File: config.mk
export PLATFORM = sky130hd
export DESIGN_NAME = irq_resolver
export DESIGN_NICKNAME = d
export VERILOG_FILES = /design/src/rtl/irq_pkg.sv /design/src/rtl/irq_xmask_fsm.sv /design/src/rtl/irq_promo_reg.sv /design/src/rtl/irq_select.sv /design/src/rtl/irq_vector_map.sv /design/src/rtl/irq_resolver.sv
export SDC_FILE = /design/constraint.sdc
export NUM_CORES = 1
export LEC_CHECK = 0
export BUFFER_PORTS_ARGS = -buffer_cell sky130_fd_sc_hd__buf_2
export CAP_MARGIN = 5
export CELL_PAD_IN_SITES_DETAIL_PLACEMENT = 0
export CELL_PAD_IN_SITES_GLOBAL_PLACEMENT = 1
export CORE_ASPECT_RATIO = 0.6
export CORE_MARGIN = 8
export CORE_UTILIZATION = 37
export CTS_BUF_LIST = sky130_fd_sc_hd__clkbuf_2
export CTS_CLUSTER_DIAMETER = 80
export DETAILED_ROUTE_END_ITERATION = 8
export HOLD_SLACK_MARGIN = 0.03
export PLACE_DENSITY = 0.95
export SYNTH_ARGS = -nofsm -noshare
export SYNTH_HDL_FRONTEND = slang
export SYNTH_SLANG_ARGS = --single-unit
File: constraint.sdc
create_clock -name clk -period 8.1 [get_ports clk]
set_input_delay 2.43 -clock clk [delete_from_list [all_inputs] [get_ports clk]]
set_output_delay 2.43 -clock clk [all_outputs]
set_load 0.1 [all_outputs]
File: src/rtl/irq_pkg.sv
package irq_pkg;

    typedef enum logic [1:0] {
        ST_IDLE = 2'd0,
        ST_NMI  = 2'd1,
        ST_MASK = 2'd2
    } res_state_t;

    typedef enum logic {
        XM_OPEN = 1'b0,
        XM_SHUT = 1'b1
    } xm_state_t;

    localparam int NUM_NMI = 3;

endpackage

File: src/rtl/irq_xmask_fsm.sv
module irq_xmask_fsm
    import irq_pkg::*;
(
    input  logic clk,
    input  logic rst_n,
    input  logic set_i,
    output logic shut_o
);

    xm_state_t xm_q, xm_d;

    always_comb begin
        xm_d = xm_q;
        unique case (xm_q)
            XM_OPEN: if (set_i) xm_d = XM_SHUT;
            XM_SHUT: xm_d = XM_SHUT;
            default: xm_d = XM_SHUT;
        endcase
    end

    always_ff @(posedge clk) begin
        if (!rst_n) xm_q <= XM_OPEN;
        else        xm_q <= xm_d;
    end

    assign shut_o = (xm_q == XM_SHUT);

endmodule

File: src/rtl/irq_promo_reg.sv
module irq_promo_reg #(
    parameter int NMSK = 19,
    parameter int PW   = $clog2(NMSK)
) (
    input  logic          clk,
    input  logic          rst_n,
    input  logic          we_i,
    input  logic          gmask_i,
    input  logic [PW-1:0] wdata_i,
    output logic [PW-1:0] promo_o
);

    localparam logic [PW-1:0] LIMIT = PW'(NMSK);

    logic accept;
    assign accept = we_i && gmask_i && (wdata_i < LIMIT);

    always_ff @(posedge clk) begin
        if (!rst_n)      promo_o <= '0;
        else if (accept) promo_o <= wdata_i;
    end

endmodule

File: src/rtl/irq_select.sv
module irq_select #(
    parameter int NMSK = 19,
    parameter int PW   = $clog2(NMSK)
) (
    input  logic [NMSK-1:0] req_i,
    input  logic [NMSK-1:0] en_i,
    input  logic            gmask_i,
    input  logic [PW-1:0]   promo_i,
    output logic            any_o,
    output logic [PW-1:0]   idx_o
);

    logic [NMSK-1:0] elig;
    logic [PW-1:0]   dflt_idx;
    logic            promo_hit;

    // Source 0 is the external pin and carries no local enable.
    assign elig = req_i & {en_i[NMSK-1:1], 1'b1} & {NMSK{~gmask_i}};

    always_comb begin
        dflt_idx  = '0;
        promo_hit = 1'b0;
        for (int i = NMSK - 1; i >= 0; i--) begin
            if (elig[i]) dflt_idx = PW'(i);
        end
        for (int i = 0; i < NMSK; i++) begin
            if (elig[i] && (promo_i == PW'(i))) promo_hit = 1'b1;
        end
    end

    assign any_o = |elig;
    assign idx_o = promo_hit ? promo_i : dflt_idx;

endmodule

File: src/rtl/irq_vector_map.sv
module irq_vector_map #(
    parameter int          NMSK         = 19,
    parameter int          SHARED_FIRST = 14,
    parameter int          IDW          = 5,
    parameter logic [15:0] VEC_HI       = 16'hFFF8
) (
    input  logic            valid_i,
    input  logic [IDW-1:0]  id_i,
    output logic [15:0]     vec_o
);

    localparam int          NNMI    = irq_pkg::NUM_NMI;
    localparam logic [15:0] MSK_TOP = VEC_HI - 16'(2 * NNMI);

    logic [15:0] grp;

    always_comb begin
        grp   = 16'(id_i) - 16'(NNMI);
        if (grp > 16'(SHARED_FIRST)) grp = 16'(SHARED_FIRST);
        vec_o = '0;
        if (valid_i) begin
            if (id_i < IDW'(NNMI)) vec_o = VEC_HI - 16'({id_i, 1'b0});
            else                   vec_o = MSK_TOP - {grp[14:0], 1'b0};
        end
    end

endmodule

File: src/rtl/irq_resolver.sv
module irq_resolver
    import irq_pkg::*;
#(
    parameter int          NMSK         = 19,
    parameter int          SHARED_FIRST = 14,
    parameter logic [15:0] VEC_HI       = 16'hFFF8,
    parameter int          PW           = $clog2(NMSK),
    parameter int          IDW          = $clog2(NMSK + NUM_NMI)
) (
    input  logic            clk,
    input  logic            rst_n,
    input  logic            illop_req,
    input  logic            swi_req,
    input  logic            xpin_req,
    input  logic            xmask_set,
    input  logic [NMSK-1:0] msk_req,
    input  logic [NMSK-1:0] msk_en,
    input  logic            gmask,
    input  logic            prio_we,
    input  logic [PW-1:0]   prio_wdata,
    output logic            irq_out,
    output logic [IDW-1:0]  win_id,
    output logic [15:0]     win_vec
);

    res_state_t      state_q, state_d;
    logic            xm_shut;
    logic [PW-1:0]   promo_q;
    logic            msk_any;
    logic [PW-1:0]   msk_idx;
    logic            nmi_any;
    logic [IDW-1:0]  nmi_id;
    logic [IDW-1:0]  id_q;

    irq_xmask_fsm u_xmask (
        .clk    (clk),
        .rst_n  (rst_n),
        .set_i  (xmask_set),
        .shut_o (xm_shut)
    );

    irq_promo_reg #(.NMSK(NMSK), .PW(PW)) u_promo (
        .clk     (clk),
        .rst_n   (rst_n),
        .we_i    (prio_we),
        .gmask_i (gmask),
        .wdata_i (prio_wdata),
        .promo_o (promo_q)
    );

    irq_select #(.NMSK(NMSK), .PW(PW)) u_sel (
        .req_i   (msk_req),
        .en_i    (msk_en),
        .gmask_i (gmask),
        .promo_i (promo_q),
        .any_o   (msk_any),
        .idx_o   (msk_idx)
    );

    always_comb begin
        nmi_any = illop_req | swi_req | (xpin_req & ~xm_shut);
        if (illop_req)    nmi_id = IDW'(0);
        else if (swi_req) nmi_id = IDW'(1);
        else              nmi_id = IDW'(2);
    end

    always_comb begin
        state_d = state_q;
        unique case (state_q)
            ST_IDLE, ST_NMI, ST_MASK: begin
                if (nmi_any)      state_d = ST_NMI;
                else if (msk_any) state_d = ST_MASK;
                else              state_d = ST_IDLE;
            end
            default: state_d = ST_IDLE;
        endcase
    end

    always_ff @(posedge clk) begin
        if (!rst_n) state_q <= ST_IDLE;
        else        state_q <= state_d;
    end

    always_ff @(posedge clk) begin
        if (!rst_n) begin
            id_q <= '0;
        end else begin
            unique case (state_d)
                ST_NMI:  id_q <= nmi_id;
                ST_MASK: id_q <= IDW'(msk_idx) + IDW'(NUM_NMI);
                default: id_q <= '0;
            endcase
        end
    end

    assign irq_out = (state_q != ST_IDLE);
    assign win_id  = id_q;

    irq_vector_map #(
        .NMSK(NMSK), .SHARED_FIRST(SHARED_FIRST), .IDW(IDW), .VEC_HI(VEC_HI)
    ) u_vmap (
        .valid_i (irq_out),
        .id_i    (id_q),
        .vec_o   (win_vec)
    );

endmodule

==> results of run 1 <==
==> kinds of logic after synthesis <==
group / count (synthesis)
muxes: 7
DFF: 13
and+or+nand+nor: 90
xor gates and xnor gates: 3
adders and majority gates: 7
buffers and inverters: 28
other: 2
AOI/OAI and AO/OA: 83
==> sequential cells by signal (all words and copies together) (netlist names) <==
signal           count
state_q              2
u_promo.promo_o      5
u_xmask.shut_o       1
win_id               5
==> power groups by stage <==
| stage | clock (mW) | sequential (mW) | combinational (mW) |
|---|---|---|---|
| after floorplan | 0 | 0.0789 | 0.125 |
| after global placement | 0 | 0.0740 | 0.165 |
| after detailed placement | 0 | 0.0742 | 0.166 |
| after CTS | 0.0339 | 0.0728 | 0.167 |
| after global routing | 0.0375 | 0.0737 | 0.178 |
| final | 0.0329 | 0.0728 | 0.167 |
==> per-layer routing <==
| metal | GRT usage | wire length (um) |
|---|---|---|
| met1 | 0.193 | 2530 |
| met2 | 0.194 | 2010 |
| met3 | 0.0640 | 572 |
| met4 | 0.00943 | 11 |
| met5 | 0 | 0 |
==> cell type report <==
type                            instances  area [um2]  area share
Multi-Input combinational cell        195        1380       0.647
Timing Repair Buffer                   70         350       0.164
Inverter                               12        45.0      0.0211
Tap cell                               63        78.8      0.0369
Clock buffer                            4        20.0     0.00938
Sequential cell                        13         260       0.122
==> worst max-delay path by stage <==
stage	to	slack [ns]	cells after the start	startpoint
finish	win_vec[4]	2.53	11	win_id[0]$_SDFF_PN0_
global route	win_vec[4]	2.28	11	win_id[0]$_SDFF_PN0_
global placement	win_vec[4]	2.85	11	win_id[0]$_SDFF_PN0_
CTS	win_vec[4]	2.49	11	win_id[0]$_SDFF_PN0_
floorplan	win_vec[3]	0.83	10	win_id[1]$_SDFF_PN0_
detailed placement	win_vec[4]	2.81	11	win_id[0]$_SDFF_PN0_
==> metrics by stage <==
stage               instances  hold slack (ns)
floorplan                 236            0.440
global placement          353            0.449
detailed placement        353            0.465
CTS                       357            0.503
global route              357            0.521
finish                    357            0.496
==> layout by cell type (no fill, tap or decap), types with 7 or more instances in the layout <==
cell	count
nor2_1	19
nand2_1	25
nor2b_1	7
buf_2	70
o21ai_0	9
nand3_1	7
inv_1	11
dfxtp_1	13
ha_1	7
a31oi_1	7
a21oi_1	17
==> impl_results.md, run 1 <==
* Ys flop type: dfxtp_1
* RSZ-0062 raised after global routing: false
* Slew margin rel. at 0.489
* Sequential share of power at 0.267
* Drc violations at 0
* Area Growth Syn to Fin at 21.5%
* Vias in the first global route at 1856
* Ports at 73
* Adder-cell share of the synthesized area at 0.0499
* Internal Power at 0.124 mW
* Run status: finished, final reports clean
* Hold_sp: u_xmask.shut_o$_SDFF_PN0_
* Count leader, synth: nand2_1
* Die area at 7280 um2
* Synth top area share at 0.148
* Synth cell types at 65
* Design Area, Final at 2130 um2
* Filler cells at 481
* Vias per cell at about 5.5
* DR iter-0 viols at 114
* Worst Hold Depth at 1
* Initial core utilization at 0.385
* Hold-fix buffer count after cts at 0
* Final setup viols at 0
* Initial antenna violation count at 0
* Placement-stage cell area at 2110 um2
* Final period util at 0.688
* Synth Register Bits at 13
* N_diodes at 0
* Setup crit start kind: flop
* Synth Area in Compound Gates at 0.397
* Mean Syn Cell Area at 7.54 um2
* Synth cell count leaders: nand2_1 (25), nor2_1 (19), a21oi_1 (17), dfxtp_1 (13), inv_1 (11)
* Comb power frac at 0.612
* CP max-delay cell: dfxtp_1
* Worst path cell trace: inv_1 > ha_1 > nand4b_1 > a211oi_1 > a21oi_1 > o211ai_1 > nor2_1 > ha_1 > or3_1 > a21oi_1 > buf_2
* Post-layout min period at 5.57 ns
* Largest cells by area after synthesis: dfxtp_1 (15%), nand2_1 (5.3%), ha_1 (5.0%)
* Worst Hold Class: flop to flop
* Routability cong. at 0.830
* Rows at 19
* # Post-CTS Setup Buffers at 0
* RR Startpoint: u_promo.promo_o[1]$_SDFFE_PN0P_
* Maximum VDD drop at 0.0609 mV
* TritonCTS Buffers at 3
* Crit. End Element: primary output
* Via Count at 1962
* Worst Reg-to-Reg Cells at 10
* Port Buf Inserts at 70
* Sw Pwr at 0.148 mW
* CP arrival at ~3.1 ns
* Worst reg-to-reg setup slack at 5.05 ns
* Sw Ratio at 0.544
* Cells after Synth at 233
* Final Hold Viols at 0
* Layout cells sized above 1 at 0.323
* Max-slew violation count at 0
* Least-Margin Pin Slew at 0.764 ns
* First-pass GRT wire length at 8.73 mm
* Power Total at 0.272 mW
* Post-DP HPWL at 4.32 mm
* Seq/Total Area, Yosys at 0.148
* Hold Crit Endpoint: u_xmask.shut_o$_SDFF_PN0_
* Largest family of logic cells by synthesized area: compound AO/OA/AOI/OAI gates
* CTS tree: built
* Final #Nets at 353
* Max Freq at 180 MHz
* Post-DRT Antenna Nets at 0
* Overall routing resource usage at 0.139
* Worst-Skew Late Latency at 0.26 ns
* Clock buffer depth at 2
* Post-route core utilization at 0.468
* Count of buffer and inverter cells on the critical path at 2
* Worst Path Required at 5.67 ns
* Post-Synth XOR/XNOR Area at 0.0150
* WS Path Type: flop to primary output
* Yosys warning count at 0
* WL/cell at 14.3 um
* Pre-CTS WS at about 2.8 ns
* Die X at 105 um
* Synthesized area at around 1800 um2
* Core box area at 4560 um2
* Reg2reg end: win_id[2]$_SDFF_PN0_
* Post-synthesis simple-gate area fraction at 0.259
* EDFF count, synth at 0
* Pleak at ~0.94 nW
* Largest net degree at the start of global routing at 22
* Max incr delay on CP at 0.47 ns
* Die Y at slightly below 70 um
* Max FO, Critical Path at 8
* Clock power frac at 0.121
* Max_cap viols at 0
* Final setup margin at between 2 and 3 ns
* Root buffer cell: clkbuf_2
* Clk_skew at ~0.0075 ns
* Worst-path clk slew at between 0.1 and 0.15 ns
* Htree depth at 1
* Area leader, netlist: dfxtp_1
* CTS sink cnt at 13
* Drt first pass iters at 4
* Delay-heaviest family, CP: compound AO/OA/AOI/OAI gates
* Post-synthesis mux area share at 0.0541
* Total Wirelength at just over 5 mm
* Power density over the cells at 128 nW/um2
* Total negative slack at 0 ns
* Ys async rst share at 0
* GRT overflow at 0
* Post-CTS sizing at 0
No activity file was read; power rests on OpenSTA's default activity.
==> run 2: changes to the inputs <==
--- a/config.mk
+++ b/config.mk
@@ -11,12 +11,12 @@
 export CELL_PAD_IN_SITES_GLOBAL_PLACEMENT = 1
 export CORE_ASPECT_RATIO = 0.6
 export CORE_MARGIN = 8
-export CORE_UTILIZATION = 37
+export CORE_UTILIZATION = 35
 export CTS_BUF_LIST = sky130_fd_sc_hd__clkbuf_2
 export CTS_CLUSTER_DIAMETER = 80
 export DETAILED_ROUTE_END_ITERATION = 8
 export HOLD_SLACK_MARGIN = 0.03
-export PLACE_DENSITY = 0.95
+export PLACE_DENSITY = 0.93
 export SYNTH_ARGS = -nofsm -noshare
 export SYNTH_HDL_FRONTEND = slang
 export SYNTH_SLANG_ARGS = --single-unit
==> constraint.sdc (replaced) <==
create_clock -name clk -period 5.7 [get_ports clk]
set_input_delay 1.71 -clock clk [delete_from_list [all_inputs] [get_ports clk]]
set_output_delay 1.71 -clock clk [all_outputs]
set_load 0.1 [all_outputs]
==> run 2 against run 1 <==
Net effect: non-clock buffer count did not move; sequential cell count did not move; cell count rose by 0.84%; register-to-register slack got worse by 2.5 ns; die area rose by 4.6%; clock-buffer cell count did not move; combinational power rose by 44%; via count fell by 0.61%; utilization fell by 3.4 points; hold slack got worse by 0.0026 ns; clock skew fell by 0.0067 ns.
==> impl_results.md, run 2 (synthesis results as in run 1) <==
* Run status: finished, final reports clean
* Crit. End Element: primary output
* Max_cap viols at 0 (unchanged)
* Commonest non-fill, non-tap cell in the layout: buf_2
* Max Freq at 205 MHz
* Largest net degree at the start of global routing at 22 (unchanged)
* Clock buffer depth at 2 (unchanged)
* Slew margin rel. at 0.417 (-0.0722)
* Hold_sp: u_xmask.shut_o$_SDFF_PN0_
* Commonest non-fill, non-tap cells in the layout: buf_2 (70), nand2_1 (25), nor2_1 (19)
* Final period util at 0.855
* Worst-Skew Late Latency at 0.27 ns (about the same)
* Pleak at 0.938 nW (+0.12%)
* N_diodes at 0 (unchanged)
* Filler cells at 539 (+12%)
* Met2 WL at 2.12 mm (+5.7%)
* Worst-path clk slew at 0.12 ns (about the same)
* WS Path Type: flop to primary output
* WL/cell at 15.0 um (+4.7%)
* Hold Crit Endpoint: u_xmask.shut_o$_SDFF_PN0_
* Reg2reg end: win_id[2]$_SDFF_PN0_
* DR iter-0 viols at 139 (+22%)
* Root buffer cell: clkbuf_2
* Final Hold Viols at 0 (unchanged)
* Multi-input gate area at 1390 um2 (+0.63%)
* Pre-CTS WS at 1.11 ns (-1.70 ns)
* Cell Count, Final, Fillers Out at 360 (+0.84%)
* Design Area, Final at 2150 um2 (+0.59%)
* Total Wirelength at 5.41 mm (+5.6%)
* Final setup viols at 0 (unchanged)
* Drt first pass iters at 4 (unchanged)
* Core box area at 4950 um2 (+8.6%)
* Overall routing resource usage at 0.136 (-0.00235)
* Post-route core utilization at 0.433 (-0.0343)
* Setup crit start kind: flop
* Max FO, Critical Path at 8 (unchanged)
* Post-DP HPWL at 4.58 mm (+5.9%)
* Initial antenna violation count at 0 (unchanged)
* Post-layout min period at 4.88 ns
* RR Startpoint: u_promo.promo_o[1]$_SDFFE_PN0P_
* Placed cells at 356 (+0.85%)
* Layout cells sized above 1 at 0.330 (+0.00680)
* Worst reg-to-reg setup slack at 2.56 ns (-2.49 ns)
* Clk_skew at 0.000770 ns (-0.00675 ns)
* Placement-stage cell area at 2130 um2 (+0.59%)
* Final #Nets at 353 (unchanged)
* Least-Margin Pin Slew at 0.872 ns (+0.108 ns)
* Routability cong. at 0.861 (+3.8%)
* Worst Reg-to-Reg Cells at 10 (unchanged)
* Worst Hold Depth at 1 (unchanged)
* Die X at 107 um (+2.4%)
* Vias per cell at 5.42 (-1.4%)
* Hold-fix buffer count after cts at 0 (unchanged)
* Worst Hold Class: flop to flop
* CTS sink cnt at 13 (unchanged)
* Port Buf Inserts at 70 (unchanged)
* Power Total at 0.393 mW (+44%)
* Max Used Layer: met3
* RSZ-0062 raised after global routing: false
* Vias in the first global route at 1777 (-4.3%)
* Die area at 7620 um2 (+4.6%)
* Via Count at 1950 (-0.61%)
* Drc violations at 0 (unchanged)
* Initial core utilization at 0.355 (-0.0303)
* Area Growth Syn to Fin at 22.2%
* First-pass GRT wire length at 8.67 mm (-0.63%)
* Total negative slack at 0 ns (unchanged)
* Wl on met1 at 2.74 mm (+8.3%)
* Routed wl met3 at 549 um (-4.0%)
* Final setup margin at 0.825 ns (-1.70 ns)
* Storage element area at 260 um2 (unchanged)
* Power density over the cells at 183 nW/um2 (+44%)
* Ports at 73 (unchanged)
* Hold WS at 0.494 ns (-0.00262 ns)
* GRT overflow at 0 (unchanged)
* TritonCTS Buffers at 3 (unchanged)
* Worst Path Required at 3.99 ns (-1.68 ns)
* CP arrival at 3.17 ns (+0.03 ns)
* Rows at 20 (+1)
* Die Y at 70.9 um (+2.2%)
* Post-CTS sizing at 0 (unchanged)
* Maximum VDD drop at 0.0700 mV (+15%)
* Htree depth at 1 (unchanged)
* CTS tree: built
* # Post-CTS Setup Buffers at 0 (unchanged)
* Post-DRT Antenna Nets at 0 (unchanged)
* Max-slew violation count at 0 (unchanged)
-- run 2: cell types whose count changed in the layout (fill, tap and decap cells not counted) --
cell,previous run,this run
a211oi_1,3,2
a211oi_2,0,1
a21oi_1,17,16
a21oi_2,2,3
-- run 2: how the worst max path moves through the flow --
stage / start / to / cells past startpoint
detailed placement: win_id[0]$_SDFF_PN0_ / win_vec[4] / 11
floorplan: win_id[1]$_SDFF_PN0_ / win_vec[3] / 10
CTS: win_id[0]$_SDFF_PN0_ / win_vec[4] / 11
finish: win_id[0]$_SDFF_PN0_ / win_vec[4] / 11
global route: win_id[0]$_SDFF_PN0_ / win_vec[4] / 11
global placement: win_id[0]$_SDFF_PN0_ / win_vec[4] / 11
-- run 2: layout make-up --
class / instances / share of cell area
clock buffer: 4 / 0.00932
inverter: 12 / 0.0210
multi-input combinational: 195 / 0.647
sequential: 13 / 0.121
tap: 66 / 0.0385
timing repair buffer: 70 / 0.163
-- run 2: worst max-delay path, stage by stage (launching register included) --
cell,delay [ns]
dfxtp_1,0.48
inv_1,0.09
ha_1,0.35
nand4b_1,0.11
a211oi_1,0.24
a21oi_1,0.06
o211ai_1,0.29
nor2_1,0.09
ha_1,0.22
or3_1,0.38
a21oi_2,0.14
buf_2,0.44
-- run 2: power breakdown --
part,total (mW),switching [mW],internal [mW]
registers,0.104,0.00843,0.0952
clock network,0.0486,0.0300,0.0186
logic,0.241,0.178,0.0633
total,0.393,0.216,0.177
-- run 2: metal layers --
metal,global-route usage,up-vias
met2,0.190,84
met3,0.0453,0
met1,0.203,870
li1,-,996
met5,0,-
met4,0.00459,0
==> run 3: changes to the inputs <==
--- a/config.mk
+++ b/config.mk
@@ -5,7 +5,7 @@
 export SDC_FILE = /design/constraint.sdc
 export NUM_CORES = 1
 export LEC_CHECK = 0
-export BUFFER_PORTS_ARGS = -buffer_cell sky130_fd_sc_hd__buf_2
+export BUFFER_PORTS_ARGS = -buffer_cell sky130_fd_sc_hd__buf_4
 export CAP_MARGIN = 5
 export CELL_PAD_IN_SITES_DETAIL_PLACEMENT = 0
 export CELL_PAD_IN_SITES_GLOBAL_PLACEMENT = 1
==> run 3 against run 2 <==
Net effect: sequential share of layout area is 0.91 points lower; critical path type unchanged; sequential power hardly changed; final area is 8.2% higher; cell count stayed put; clock-buffer cell count stayed put; utilization is 3.5 points higher; via count is 0.41% higher; total power is 3.8% higher; combinational power is 7% higher; fmax is 1.7% higher; global-route usage is 0.63 points lower.
==> impl_results.md, run 3 (synthesis results as in run 1) <==
* # Post-CTS Setup Buffers at 0 (unchanged)
* Area Growth Syn to Fin at 32.2%
* Initial antenna violation count at 0 (unchanged)
* Slew margin rel. at 0.411 (-0.00583)
* Max FO, Critical Path at 8 (unchanged)
* Worst Hold Depth at 1 (unchanged)
* Commonest non-fill, non-tap cell in the layout: buf_4
* Post-DRT Antenna Nets at 0 (unchanged)
* Crit. End Element: primary output
* Commonest non-fill, non-tap cells in the layout: buf_4 (70), nand2_1 (25), nor2_1 (19)
* Die area at 7620 um2 (unchanged)
* Pleak at 0.991 nW (+5.6%)
* Layout cells sized above 1 at 0.330 (unchanged)
* Post-DP HPWL at 4.48 mm (-2.1%)
* WS Path Type: flop to primary output
* Design Area, Final at 2320 um2 (+8.2%)
* Power Total at 0.408 mW (+3.8%)
* Rows at 20 (unchanged)
* Overall routing resource usage at 0.130 (-0.00626)
* Max Freq at 209 MHz (+1.7%)
* Worst-Skew Late Latency at 0.26 ns (about the same)
* Port Buf Inserts at 70 (unchanged)
* Final period util at 0.841 (-0.0143)
* Hold WS at 0.498 ns (+0.00445 ns)
* Worst Path Required at 3.99 ns (about the same)
* CP Launch Point: win_id[0]$_SDFF_PN0_
* Worst Reg-to-Reg Cells at 10 (unchanged)
* Placed cells at 356 (unchanged)
* RSZ-0062 raised after global routing: false
* Max_cap viols at 0 (unchanged)
* Ports at 73 (unchanged)
* DR iter-0 viols at 147 (+5.8%)
* Vias in the first global route at 1679 (-5.5%)
* Pre-CTS WS at 1.23 ns (+0.122 ns)
* Run status: finished, final reports clean
* WL/cell at 14.8 um (-1.6%)
* GRT overflow at 0 (unchanged)
* Reg2reg end: win_id[2]$_SDFF_PN0_
* Via Count at 1958 (+0.41%)
* Drt first pass iters at 5 (+1)
* Cell Count, Final, Fillers Out at 360 (unchanged)
* Drc violations at 0 (unchanged)
* Hold Crit Endpoint: u_xmask.shut_o$_SDFF_PN0_
* Least-Margin Pin Slew at 0.881 ns (+0.00872 ns)
* Hold-fix buffer count after cts at 0 (unchanged)
* Htree depth at 1 (unchanged)
* N_diodes at 0 (unchanged)
* Vias per cell at 5.44 (+0.41%)
* Total Wirelength at 5.32 mm (-1.6%)
* CTS sink cnt at 13 (unchanged)
* Post-route core utilization at 0.469 (+0.0354)
* Final Hold Viols at 0 (unchanged)
* Final #Nets at 353 (unchanged)
* Initial core utilization at 0.355 (unchanged)
* RR Startpoint: u_promo.promo_o[1]$_SDFFE_PN0P_
* Die X at 107 um (unchanged)
* Die Y at 70.9 um (unchanged)
* Clock buffer depth at 2 (unchanged)
* Worst Hold Class: flop to flop
* Worst reg-to-reg setup slack at 2.63 ns (+0.07 ns)
* Max-slew violation count at 0 (unchanged)
* TritonCTS Buffers at 3 (unchanged)
* Final setup viols at 0 (unchanged)
* Final setup margin at 0.906 ns (+0.0815 ns)
* Core box area at 4950 um2 (unchanged)
* CP arrival at 3.08 ns (-0.09 ns)
* Power density over the cells at 176 nW/um2 (-4.0%)
* Worst-path clk slew at 0.12 ns (about the same)
* Post-layout min period at 4.79 ns (-0.0815 ns)
* Root buffer cell: clkbuf_2
* Filler cells at 518 (-3.9%)
* Largest net degree at the start of global routing at 22 (unchanged)
* Setup crit start kind: flop
* Clk_skew at 0.00327 ns (+0.00250 ns)
* Hold_sp: u_xmask.shut_o$_SDFF_PN0_
* Total negative slack at 0 ns (unchanged)
* First-pass GRT wire length at 8.20 mm (-5.5%)
* Routability cong. at 0.786 (-8.7%)
* Post-CTS sizing at 0 (unchanged)
* CTS tree: built
* Placement-stage cell area at 2300 um2 (+8.2%)
* Maximum VDD drop at 0.0630 mV (-10%)
run 3: area by class of cell:
class	count	area, um2	share of cell area
tap	66	82.6	0.0356
timing repair buffer	70	526	0.226
clock buffer	4	20.0	0.00862
inverter	12	45.0	0.0194
sequential	13	260	0.112
multi-input combinational	195	1390	0.598
run 3: how the worst max path moves through the flow:
stage | to | slack (ns) | cells after the start
6_report | win_vec[4] | 0.91 | 11
3_5_place_dp | win_vec[4] | 1.23 | 11
5_1_grt | win_vec[4] | 0.66 | 11
2_1_floorplan | win_vec[3] | 0.11 | 10
4_1_cts | win_vec[4] | 0.89 | 11
3_3_place_gp | win_vec[4] | 1.28 | 11
run 3: worst max-delay path, stage by stage, from the launching register on:
cell and delay [ns]:
dfxtp_1 0.48, inv_1 0.08, ha_1 0.36, nand4b_1 0.11, a211oi_1 0.23, a21oi_1 0.07
o211ai_1 0.35, nor2_1 0.10, ha_1 0.23, or3_1 0.38, a21oi_2 0.13, buf_4 0.30
run 3: per-layer routing:
metal	GRT usage	wire (um)	vias to the layer above
met5	0	0	-
met4	0.0138	0	0
met3	0.0426	530	0
met2	0.171	2020	81
met1	0.199	2770	881
li1	-	-	996
run 3: where the power goes:
group          leakage (nW)  internal (mW)  switching [mW]  total (mW)
Combinational         0.868         0.0805           0.177       0.257
Clock                0.0166         0.0186          0.0287      0.0473
Sequential            0.106         0.0952         0.00830       0.103
Total                 0.991          0.194           0.214       0.408
